--- src/rtl/txser_pkg.sv ---
package txser_pkg;
  typedef struct packed {
    logic capture;   // latch new word, emit its lower half
    logic emitHigh;  // emit held upper half
    logic bypass;    // pass lower half of input straight on
    logic idle;      // nothing to send, drive zero
  } serStrobe_t;
endpackage

--- src/rtl/txser_ctrl.sv ---
module txser_ctrl
  import txser_pkg::*;
(
  input  logic       clk,
  input  logic       rstN,
  input  logic       serEn,
  input  logic       halfEn,
  output serStrobe_t stb
);
  logic pendQ;

  always_comb begin
    stb          = '0;
    stb.bypass   = !serEn;
    stb.capture  = serEn && halfEn;
    stb.emitHigh = serEn && !halfEn && pendQ;
    stb.idle     = serEn && !halfEn && !pendQ;
  end

  always_ff @(posedge clk) begin
    if (!rstN) pendQ <= 1'b0;
    else       pendQ <= stb.capture;
  end


  high_after_capture_chk: assert property (@(posedge clk) disable iff (!rstN)
    stb.emitHigh |-> $past(stb.capture));

  bypass_clears_pending_chk: assert property (@(posedge clk) disable iff (!rstN)
    stb.bypass |=> !stb.emitHigh);
endmodule

--- src/rtl/txser_datapath.sv ---
module txser_datapath
  import txser_pkg::*;
#(
  parameter int LANE_BITS = 8,
  parameter int OUT_LANES = 1,
  localparam int IN_LANES = 2 * OUT_LANES,
  localparam int OUT_W    = OUT_LANES * LANE_BITS,
  localparam int IN_W     = 2 * OUT_W
)(
  input  logic                 clk,
  input  logic                 rstN,
  input  serStrobe_t           stb,
  input  logic [IN_W-1:0]      inData,
  input  logic [IN_LANES-1:0]  inCtrl,
  output logic [OUT_W-1:0]     outData,
  output logic [OUT_LANES-1:0] outCtrl
);
  logic [OUT_W-1:0]     holdDataQ;
  logic [OUT_LANES-1:0] holdCtrlQ;

  always_ff @(posedge clk) begin
    if (!rstN) begin
      holdDataQ <= '0;
      holdCtrlQ <= '0;
    end else if (stb.capture) begin
      holdDataQ <= inData[IN_W-1:OUT_W];
      holdCtrlQ <= inCtrl[IN_LANES-1:OUT_LANES];
    end
  end

  for (genvar g = 0; g < OUT_LANES; g++) begin : g_lane
    logic [LANE_BITS-1:0] laneQ;
    logic                 laneCtrlQ;
    always_ff @(posedge clk) begin
      if (!rstN) begin
        laneQ     <= '0;
        laneCtrlQ <= 1'b0;
      end else if (stb.capture || stb.bypass) begin
        laneQ     <= inData[g*LANE_BITS +: LANE_BITS];
        laneCtrlQ <= inCtrl[g];
      end else if (stb.emitHigh) begin
        laneQ     <= holdDataQ[g*LANE_BITS +: LANE_BITS];
        laneCtrlQ <= holdCtrlQ[g];
      end else begin
        laneQ     <= '0;
        laneCtrlQ <= 1'b0;
      end
    end
    assign outData[g*LANE_BITS +: LANE_BITS] = laneQ;
    assign outCtrl[g] = laneCtrlQ;
  end


  low_half_chk: assert property (@(posedge clk) disable iff (!rstN)
    stb.capture |=> (outData == $past(inData[OUT_W-1:0])) && (outCtrl == $past(inCtrl[OUT_LANES-1:0])));

  high_half_chk: assert property (@(posedge clk) disable iff (!rstN)
    stb.emitHigh |=> (outData == $past(holdDataQ)) && (outCtrl == $past(holdCtrlQ)));

  idle_zero_chk: assert property (@(posedge clk) disable iff (!rstN)
    stb.idle |=> (outData == '0) && (outCtrl == '0));

  bypass_pass_chk: assert property (@(posedge clk) disable iff (!rstN)
    stb.bypass |=> (outData == $past(inData[OUT_W-1:0])) && (outCtrl == $past(inCtrl[OUT_LANES-1:0])));
endmodule

--- src/rtl/tx_byte_serializer.sv ---
module tx_byte_serializer
  import txser_pkg::*;
#(
  parameter int LANE_BITS = 8,
  parameter bit WIDE_MODE = 1'b0,
  localparam int OUT_LANES = WIDE_MODE ? 2 : 1,
  localparam int IN_LANES  = 2 * OUT_LANES,
  localparam int OUT_W     = OUT_LANES * LANE_BITS,
  localparam int IN_W      = 2 * OUT_W
)(
  input  logic                 clk,
  input  logic                 rstN,
  input  logic                 serEn,
  input  logic                 halfEn,
  input  logic [IN_W-1:0]      inData,
  input  logic [IN_LANES-1:0]  inCtrl,
  output logic [OUT_W-1:0]     outData,
  output logic [OUT_LANES-1:0] outCtrl
);
  serStrobe_t stb;

  txser_ctrl ctrl_i (
    .clk    (clk),
    .rstN   (rstN),
    .serEn  (serEn),
    .halfEn (halfEn),
    .stb    (stb)
  );

  txser_datapath #(
    .LANE_BITS (LANE_BITS),
    .OUT_LANES (OUT_LANES)
  ) dp_i (
    .clk     (clk),
    .rstN    (rstN),
    .stb     (stb),
    .inData  (inData),
    .inCtrl  (inCtrl),
    .outData (outData),
    .outCtrl (outCtrl)
  );


  reset_quiet_chk: assert property (@(posedge clk)
    !rstN |=> (outData == '0) && (outCtrl == '0));
endmodule

--- config.mk ---
export PLATFORM = sky130hd
export DESIGN_NAME = tx_byte_serializer
export DESIGN_NICKNAME = d
export VERILOG_FILES = /design/src/rtl/txser_pkg.sv /design/src/rtl/txser_ctrl.sv /design/src/rtl/txser_datapath.sv /design/src/rtl/tx_byte_serializer.sv
export SDC_FILE = /design/constraint.sdc
export NUM_CORES = 1
export LEC_CHECK = 0
export BUFFER_PORTS_ARGS = -buffer_cell sky130_fd_sc_hd__buf_2
export CAP_MARGIN = 20
export CORE_AREA = 2 2 48 50
export CTS_BUF_LIST = sky130_fd_sc_hd__clkbuf_8
export CTS_CLUSTER_DIAMETER = 200
export DETAILED_ROUTE_END_ITERATION = 8
export DIE_AREA = 0 0 50 52
export HOLD_SLACK_MARGIN = 0.06
export PLACE_DENSITY = 0.77
export SETUP_SLACK_MARGIN = 0.4
export SYNTH_ARGS = -nofsm -noshare
export SYNTH_HDL_FRONTEND = slang
export SYNTH_HIERARCHICAL = 1
export SYNTH_SLANG_ARGS = --single-unit
--- constraint.sdc ---
create_clock -name clk -period 1.3 [get_ports clk]
set_input_delay 0.195 -clock clk [delete_from_list [all_inputs] [get_ports clk]]
set_output_delay 0.195 -clock clk [all_outputs]
set_load 0.02 [all_outputs]
== Word-level counts from Yosys, hierarchy flattened ==
Cells that the tools add are included.
Cells by class
  reduce and logical (&&, ||, !) cells: 6
  multipliers: 0
  shifts and indexed selects: 0
  bitwise operators: 0
  equality and inequality tests: 0
  div/mod/pow operators: 0
  add/subtract/negate cells: 0
  order comparisons: 0
  multiplexer cells: 4
Operators by type and width (number)
  two-way mux 8 bit: 2
  logical AND 1 bit: 3
  zero test 1 bit: 2
  two-way mux 1 bit: 2
  logical OR 1 bit: 1
Storage, ports and cells
  output and inout bits: 9
  flip-flop bits (word level): 19
  word-level logic and storage cells: 15
  latch bits: 0
  input bits: 22
  memories: 0
  bits in read-only memories: 0
  bits in writable memories: 0

== Depth between registers and ports, before layout ==
Gate-level depths: netlist (run 1).
  word-level depth: 5
  depth in mapped cells: 6
  depth with buffers taken out: 3

== By module ==
Netlist (run 1), hierarchy kept.
By module, submodules not included
  txser_datapath: area an instance 780.7 µm², times used 1, cells each 68, seq. area each 360.3 µm²
  txser_ctrl: area an instance 60.1 µm², times used 1, cells each 6, seq. area each 20.0 µm²

== Worst setup path after synthesis (run 1) ==
OpenSTA, ideal clock, no wires.
  kind: input-to-reg
  start: input halfEn
  end: register dp_i.g_lane[0].laneQ[0], in the netlist dp_i/outData[0]
  setup time: 0.122 ns
  required time: 1.178 ns
  data arrival time: 0.959 ns
  cell stages on the path: 6
  path buffers: 3
  path slack: 0.219 ns
  path through: and2_2 > buf_6 > buf_12 > buf_12 > o21ai_0 > a21boi_1
Between the ends
  cells in the longest elaborated chain, start to end: 5
  elaborated cells on any way between the ends: 7
  those cells by class: 2 x mux; 5 x reduce/logical
Ends and longest elaborated chain
  from (decl): line tx_byte_serializer.sv:14  | input logic halfEn,
  zero test 1 bit: line txser_ctrl.sv:16  | stb.emitHigh = serEn && !halfEn && pendQ;
  logical AND 1 bit (2 in a row): line txser_ctrl.sv:16
  two-way mux 8 bit: line txser_datapath.sv:41  | end else if (stb.emitHigh) begin
  two-way mux 8 bit (*): line txser_datapath.sv:38  | end else if (stb.capture || stb.bypass) begin
  to (signal assigned): line txser_datapath.sv:39  | laneQ <= inData[g*LANE_BITS +: LANE_BITS];
  to (signal assigned): line txser_datapath.sv:42  | laneQ <= holdDataQ[g*LANE_BITS +: LANE_BITS];
  to (decl): line txser_datapath.sv:32  | logic [LANE_BITS-1:0] laneQ;
Every way passes the cells marked *; elsewhere a longest branch is shown, timed or not.
A chain may end at the register's enable or synchronous reset.

==> reports/metrics.yaml, run 1 <==
maxSlewViolCount: 0
cts-root-buf: "clkbuf_8"
vias_per_cell: 4.89
min_period_ns: 0.888
syn2layout_area_growth_pct: 30.1
gp_congestion: 0.657
fillers: 204
synth_cells: 73
post_cts.repair.setup_buffers: 0
leakage_nw: 0.444
cap_violations: 0
clk_pin_slew_worst_paths_ns: 0.07
post-route-util: 0.512
crit_arrival_ns: 1.07
yosysWarnings: 6
final_net_count: 126
clock_sinks: 19
holdPathEnd: "dp_i/outData[1]"
avgSynthCellArea_sq_um: 11.3
path_max_fanout: 5
drt-initial-drc-count: 1
hold_ws_ns: 0.202
worst_slew_pin_slew_ns: 0.419
period_share: 0.683
multi_input_area_sq_um: 397
start_util: 0.393
drc: 0
worstHoldPathType: "primary input to register"
syn-cell-area_sq_um: 828
dr.pass1.iters: 2
cp.required_ns: 1.48
r2r_slack_ns: 0.41
antenna_found_initial: 0
hp-start: "inData[1]"
grt_pass1_vias: 598
wl_per_cell_um: 11.7
whs_path_depth: 3
final_layout_size_suffix_gt1_frac: 0.437
cts_tree: "built"
dr_total_vias: 641
r2r-start: "ctrl_i/pendQ"
coreArea_sq_um: 2110
cts_buffers: 3
antenna_cells: 0
ctsLongestPathBuffers: 2
ant_nets: 0
critPathCaptureType: "register"
grt_max_degree: 28
grt_pass1_wl_mm: 2.50
r2r_cells: 3
relSlewSlack: 0.720
port_buffers: 30
drt-total-wl_mm: 1.53
die_w_um: 50
fin_tns_setup_ns: 0
die_area_sq_um: 2600
outcome: "completed"
start_kind: "register"
io_pins: 31
peakVddDrop_v: 0.000716
hold_viol_final: 0
synth_nets: 95
path_class: "register to register"
clk_latency_ns: 0.25
rsz0062_at_grt: "true"
fin_worst_skew_ns: 0.00111
row_count: 17
fmax_mhz: 1130
overflow: 0
cts-htree-levels: 1
setup_viol: 0
regArea_sq_um: 390
power.density_nw_per_um2: 1100
die_y_um: 52
grtUsageTotal: 0.126
crit-reg2reg-capture: "dp_i/outData[5]"
-- area by class of cell --
cell class	count	share of cell area
Sequential cell	19	0.362
Clock buffer	3	0.0383
Tap cell	28	0.0325
Timing Repair Buffer	30	0.192
Multi-Input combinational cell	49	0.368
Clock inverter	1	0.00348
Inverter	1	0.00348
-- worst max-delay path by stage --
stage / startpoint / end / slack [ns]
2_1_floorplan: halfEn / dp_i/holdDataQ[1] / 0.30
3_3_place_gp: halfEn / dp_i/outData[2] / 0.27
3_5_place_dp: serEn / dp_i/holdDataQ[3] / 0.24
4_1_cts: ctrl_i/pendQ / dp_i/outData[3] / 0.39
5_1_grt: ctrl_i/pendQ / dp_i/outData[7] / 0.34
6_report: ctrl_i/pendQ / dp_i/outData[5] / 0.41
-- critical path: stages, from the launching register on --
cell and delay (ns):
dfxtp_2 0.33, and3b_2 0.23, nand4bb_1 0.11, a21boi_1 0.14
-- power by group --
| part | switching (mW) | total (mW) | internal [mW] |
|---|---|---|---|
| clock | 0.177 | 0.386 | 0.209 |
| sequential | 0.0147 | 0.628 | 0.613 |
| combinational | 0.0737 | 0.166 | 0.0928 |
-- layer usage --
layer / global-route usage / up-vias / routed length [um]
li1: - / 325 / -
met1: 0.135 / 299 / 682
met5: 0 / - / 0
met2: 0.219 / 17 / 751
met3: 0.0402 / 0 / 100
met4: 0.0694 / 0 / 0
-- sequential cells by signal, summed over array words and instances, names as in the netlist --
signal	cells
dp_i/holdCtrlQ	1
dp_i/outCtrl	1
ctrl_i/pendQ	1
dp_i/holdDataQ	8
dp_i/outData	8
-- through the flow --
stage	worst slack, ns	instances	area [sq um]	power, mW
2_1_floorplan	0.297	73	830	0.744
3_5_place_dp	0.237	126	955	0.785
4_1_cts	0.391	131	1050	1.19
6_report	0.412	131	1080	1.18
5_1_grt	0.343	131	1080	1.24
3_3_place_gp	0.270	126	955	0.781
-- layout by cell type (no fill, tap or decap), types with 2 or more instances in the layout --
cell type   n
dfxtp_2     8
a21boi_1    9
and3b_2     2
o21ai_1     9
buf_6       9
clkbuf_8    3
mux2i_1     9
nor2b_1     9
nand4bb_1   9
inv_1       2
buf_2      21
dfxtp_1    11
-- what timing repair did --
| action | CTS | global route |
|---|---|---|
| endpoints found under the setup margin | 18 | 18 |
| gates resized for setup | 15 | 13 |
| pin swaps | 1 | 12 |
| cloned | 1 | 0 |
| hold buffers | 0 | 0 |
No activity file was read; power rests on OpenSTA's default activity.
==> run 2, diff against run 1 <==
Clock period 1.3 ns to 0.9 ns, I/O delays scaled along.
==> run 2 against run 1 <==
Against the previous run:
- setup slack got worse by 0.41 ns
- non-clock buffer count increased by 5
- register-to-register slack got worse by 0.41 ns
- first-iteration DRC count increased to 4.0 times the previous value
- via count increased by 3.3%
- total power increased by 50%
- critical path type unchanged
- largest cell class unchanged
==> reports/metrics.yaml, run 2 (synthesized netlist as in run 1, its figures left out) <==
crit_path_cell_trace: "and3b_2 -> nand4bb_1 -> a21boi_1"  # unchanged
mostFrequentLayoutCells: "buf_2, dfxtp_2, buf_6"  # was buf_2, dfxtp_1
path_delay_family: "simple AND/OR/NAND/NOR gates"  # unchanged
cp.depth: 3  # unchanged
worst_slew_pin_slew_ns: 0.422  # was 0.419 ns
cts_tree: "built"  # unchanged
cp.required_ns: 1.08  # was 1.48 ns
critPathBufInv: 0  # unchanged
port_buffers: 30  # unchanged
die_y_um: 52  # unchanged
clk_latency_ns: 0.25  # about the same
cap_violations: 0  # unchanged
critPathCaptureType: "register"  # unchanged
fmax_mhz: 1110  # was 1130 MHz
clock_sinks: 19  # unchanged
start_util: 0.393  # unchanged
ctsLongestPathBuffers: 2  # unchanged
final_common_cell: "buf_2"  # unchanged
start_kind: "register"  # unchanged
antenna_found_initial: 0  # unchanged
grt_pass1_wl_mm: 2.79  # was 2.50 mm
grt_pass1_vias: 647  # was 598
maxSlewViolCount: 0  # unchanged
relSlewSlack: 0.719  # was 0.720
ant_nets: 0  # unchanged
rsz0062_at_grt: "true"  # unchanged
slowest_delay_ns: 0.33  # about the same
dr_total_vias: 662  # was 641
whs_path_depth: 3  # unchanged
hold_viol_final: 0  # unchanged
final_net_count: 131  # was 126
wl_per_cell_um: 12.4  # was 11.7 um
fin_worst_skew_ns: 0.00277  # was 0.00111 ns
worstHoldPathType: "primary input to register"  # unchanged
cts-htree-levels: 1  # unchanged
grt_max_degree: 20  # was 28
hold_ws_ns: 0.137  # was 0.202 ns
path_max_fanout: 5  # unchanged
min_period_ns: 0.899  # was 0.888 ns
syn2layout_area_growth_pct: 42.3  # was 30.1%
crit_arrival_ns: 1.07  # about the same
holdBufCountCts: 0  # unchanged
post-route-util: 0.560  # was 0.512
cts-root-buf: "clkbuf_8"  # unchanged
drt-initial-drc-count: 4  # was 1
antenna_cells: 0  # unchanged
dr.pass1.iters: 3  # was 2
setup_viol: 0  # unchanged
drc: 0  # unchanged
r2r_cells: 3  # unchanged
vias_per_cell: 4.87  # was 4.89
overflow: 0  # unchanged
die_w_um: 50  # unchanged
io_pins: 31  # unchanged
die_area_sq_um: 2600  # unchanged
clk_pin_slew_worst_paths_ns: 0.07  # about the same
grtUsageTotal: 0.144  # was 0.126
drt-total-wl_mm: 1.68  # was 1.53 mm
outcome: "completed"  # unchanged
period_share: 0.999  # was 0.683
path_class: "register to register"  # unchanged
power.density_nw_per_um2: 1510  # was 1100 nW/um^2
row_count: 17  # unchanged
cts_buffers: 3  # unchanged
coreArea_sq_um: 2110  # unchanged
slowest_stage: "dfxtp_2"  # unchanged
peakVddDrop_v: 0.00103  # was 0.000716 V
leakage_nw: 0.489  # was 0.444 nW
gp_congestion: 0.684  # was 0.657
final_layout_size_suffix_gt1_frac: 0.500  # was 0.437
dpl.hpwl_mm: 1.19
## run 2: cell types whose count changed in the layout (fill, tap and decap cells not counted), sizes merged
cell    before  now
buf         30   34
bufbuf       0    1
## run 2: report_power, final
part	internal (mW)	switching (mW)
registers	0.887	0.0225
logic	0.179	0.118
clock network	0.302	0.266
total	1.37	0.406
## run 2: worst min-delay path, cell delays in order
cell,delay [ns]
buf_2,0.09
o21ai_1,0.06
a21boi_1,0.06
## run 2: final timing paths
check                               startpoint         endpoint  slack [ns]
worst max-delay path              ctrl_i/pendQ  dp_i/outData[5]       0.001
worst min-delay path                 inData[3]  dp_i/outData[3]        0.14
worst max register to register    ctrl_i/pendQ  dp_i/outData[5]       0.001
worst min register to register  dp_i/holdCtrlQ     dp_i/outCtrl        0.50
## run 2: layout make-up
type,count,area [sq um]
Clock buffer,3,41.3
Tap cell,28,35.0
Sequential cell,19,393
Inverter,1,3.75
Fill cell,171,927
Multi-Input combinational cell,49,404
Timing Repair Buffer,35,298
Clock inverter,1,3.75
## run 2: what timing repair did
action                                  in CTS  in global routing
gates cloned                                 2                  0
gates resized for setup                     22                  2
pin swaps                                   10                  3
endpoints found under the setup margin      27                 27
buffers inserted                             1                  0
## run 2: through the flow
stage,setup slack [ns],TNS [ns],area [sq um],instances,power (mW)
finish,0.00110,0,1180,136,1.77
floorplan,-0.0431,-0.346,841,73,1.08
global placement,-0.0727,-0.521,1010,129,1.16
global route,-0.0482,-0.179,1180,136,1.85
detailed placement,-0.107,-0.810,1010,129,1.16
CTS,0.0130,0,1170,136,1.78
## run 2: metal layers
metal,wire [um],track usage,vias up
li1,-,-,337
met1,712,0.165,310
met2,880,0.239,13
met3,74,0.0374,2
met4,14,0.0926,0
met5,0,0,-
==> run 3, diff against run 2 <==
Settings changed: CORE_AREA 2 2 48 50 to 2 2 45 47, DIE_AREA 0 0 50 52 to 0 0 47 49, PLACE_DENSITY 0.77 to 0.85, RECOVER_POWER set to 100.
==> run 3 against run 2 <==
Against the previous run:
- combinational power shrank 17%
- the run now ends with setup timing left
- highest routed layer unchanged
- core utilization grew 2.9 points
- global-route usage grew 1.0 points
==> reports/metrics.yaml, run 3 (synthesized netlist as in run 1, its figures left out) <==
rsz0062_at_grt: "true"  # unchanged
cts_tree: "built"  # unchanged
path_class: "register to register"  # unchanged
grt_pass1_wl_mm: 2.63  # was 2.79 mm
cts-root-buf: "clkbuf_8"  # unchanged
grtUsageTotal: 0.155  # was 0.144
drt-initial-drc-count: 4  # unchanged
slowest_delay_ns: 0.32  # was 0.33 ns
met2_length_um: 804  # was 880 um
antenna_cells: 0  # unchanged
clock_sinks: 19  # unchanged
die_y_um: 49  # was 52 um
ant_nets: 0  # unchanged
drc: 0  # unchanged
cp.required_ns: 1.08  # about the same
relSlewSlack: 0.726  # was 0.719
path_max_fanout: 5  # unchanged
final_common_cell: "buf_2"  # unchanged
final_layout_size_suffix_gt1_frac: 0.400  # was 0.500
holdBufCountCts: 0  # unchanged
final_net_count: 128  # was 131
io_pins: 31  # unchanged
worstHoldPathType: "primary input to register"  # unchanged
row_count: 16  # was 17
wl_met1_um: 699  # was 712 um
post-place-ws_ns: -0.0977  # was -0.107 ns
die_area_sq_um: 2300  # was 2600 sq um
hold_viol_final: 0  # unchanged
leakage_nw: 0.447  # was 0.489 nW
grt_max_degree: 20  # unchanged
critPathBufInv: 0  # unchanged
ctsLongestPathBuffers: 2  # unchanged
grt_pass1_vias: 612  # was 647
dpl.hpwl_mm: 1.06  # was 1.19 mm
min_period_ns: 0.910  # was 0.899 ns
die_w_um: 47  # was 50 um
period_share: 1.01  # was 0.999
port_buffers: 30  # unchanged
critPathCaptureType: "register"  # unchanged
outcome: "finished, violations left"  # was completed
start_util: 0.450  # was 0.393
coreArea_sq_um: 1840  # was 2110 sq um
fin_worst_skew_ns: 0.000824  # was 0.00277 ns
final_area_sq_um: 1080  # was 1180 sq um
clk_pin_slew_worst_paths_ns: 0.07  # about the same
met3WireLength_um: 63  # was 74 um
dr_total_vias: 655  # was 662
worst_slew_pin_slew_ns: 0.411  # was 0.422 ns
crit_arrival_ns: 1.08  # was 1.07 ns
dr.pass1.iters: 4  # was 3
syn2layout_area_growth_pct: 30.8  # was 42.3%
total_power_mw: 1.73  # was 1.77 mW
start_kind: "register"  # unchanged
gp_congestion: 0.702  # was 0.684
power.density_nw_per_um2: 1590  # was 1510 nW/um^2
cts_buffers: 3  # unchanged
slowest_stage: "dfxtp_2"  # unchanged
violations: "setup timing"
worst_slack_ns: -0.00954  # was 0.00110 ns
fmax_mhz: 1100  # was 1110 MHz
cts-htree-levels: 1  # unchanged
mostFrequentLayoutCells: "buf_2, dfxtp_1"  # was buf_2, dfxtp_2, buf_6
peakVddDrop_v: 0.000738  # was 0.00103 V
cap_violations: 0  # unchanged
fillers: 166  # was 171
overflow: 0  # unchanged
setup_viol: 1  # was 0
vias_per_cell: 4.96  # was 4.87
path_delay_family: "simple AND/OR/NAND/NOR gates"  # unchanged
drt-total-wl_mm: 1.59  # was 1.68 mm
maxSlewViolCount: 0  # unchanged
clk_latency_ns: 0.25  # about the same
placed_area_sq_um: 965  # was 1010 sq um
crit_path_cell_trace: "and3b_2 -> nand4bb_1 -> a21boi_1"  # unchanged
antenna_found_initial: 0  # unchanged
wl_per_cell_um: 12.0  # was 12.4 um
dr.max_layer_used: "met4"  # unchanged
## run 3: cell count changes in the layout (fill, tap and decap cells not counted), sizes merged
| cell | change |
|---|---|
| buf | -4 |
| and2 | +2 |
| bufbuf | -1 |
## run 3: report_power, final
part	internal (mW)	switching (mW)	total, mW
Combinational	0.135	0.110	0.246
Sequential	0.884	0.0207	0.904
Clock	0.303	0.274	0.577
## run 3: area by class of cell
cell class / instances / area [sq um] / area share
Clock buffer: 3 / 41.3 / 0.0381
Clock inverter: 1 / 3.75 / 0.00346
Inverter: 1 / 3.75 / 0.00346
Multi-Input combinational cell: 51 / 410 / 0.379
Sequential cell: 19 / 384 / 0.355
Tap cell: 27 / 33.8 / 0.0312
Timing Repair Buffer: 30 / 206 / 0.191
## run 3: worst register-to-register path, stage by stage, from the launching register on
cell	delay [ns]
dfxtp_2	0.32
and3b_2	0.23
nand4bb_1	0.13
a21boi_1	0.16
## run 3: final timing paths
kind	startpoint	end	slack, ns	cells after the start
worst max-delay path	ctrl_i/pendQ	dp_i/outData[2]	-0.01	3
worst min-delay path	inData[6]	dp_i/outData[6]	0.14	3
worst max register to register	ctrl_i/pendQ	dp_i/outData[2]	-0.01	3
worst min register to register	dp_i/holdDataQ[6]	dp_i/outData[6]	0.50	2
## run 3: repair_timing
| action | CTS | global route |
|---|---|---|
| gates cloned | 3 | 0 |
| resized for setup | 22 | 0 |
| setup endpoints to repair | 27 | 27 |
| setup buffers | 0 | 0 |
| pin swaps | 10 | 7 |
## run 3: metal layers
metal / track usage / up-vias
li1: - / 328
met1: 0.188 / 304
met2: 0.258 / 20
met3: 0.0222 / 3
met4: 0.0694 / 0
met5: 0 / -
## run 3: per-stage QoR
| stage | utilization | TNS [ns] | hold slack (ns) | instances |
|---|---|---|---|---|
| 4_1_cts | 0.594 | 0 | 0.130 | 132 |
| 2_1_floorplan | - | -0.346 | 0.286 | 73 |
| 6_report | 0.588 | -0.00954 | 0.142 | 132 |
| 5_1_grt | 0.588 | -0.275 | 0.156 | 132 |
| 3_3_place_gp | 0.524 | -0.903 | 0.390 | 125 |
| 3_5_place_dp | 0.524 | -1.33 | 0.397 | 125 |
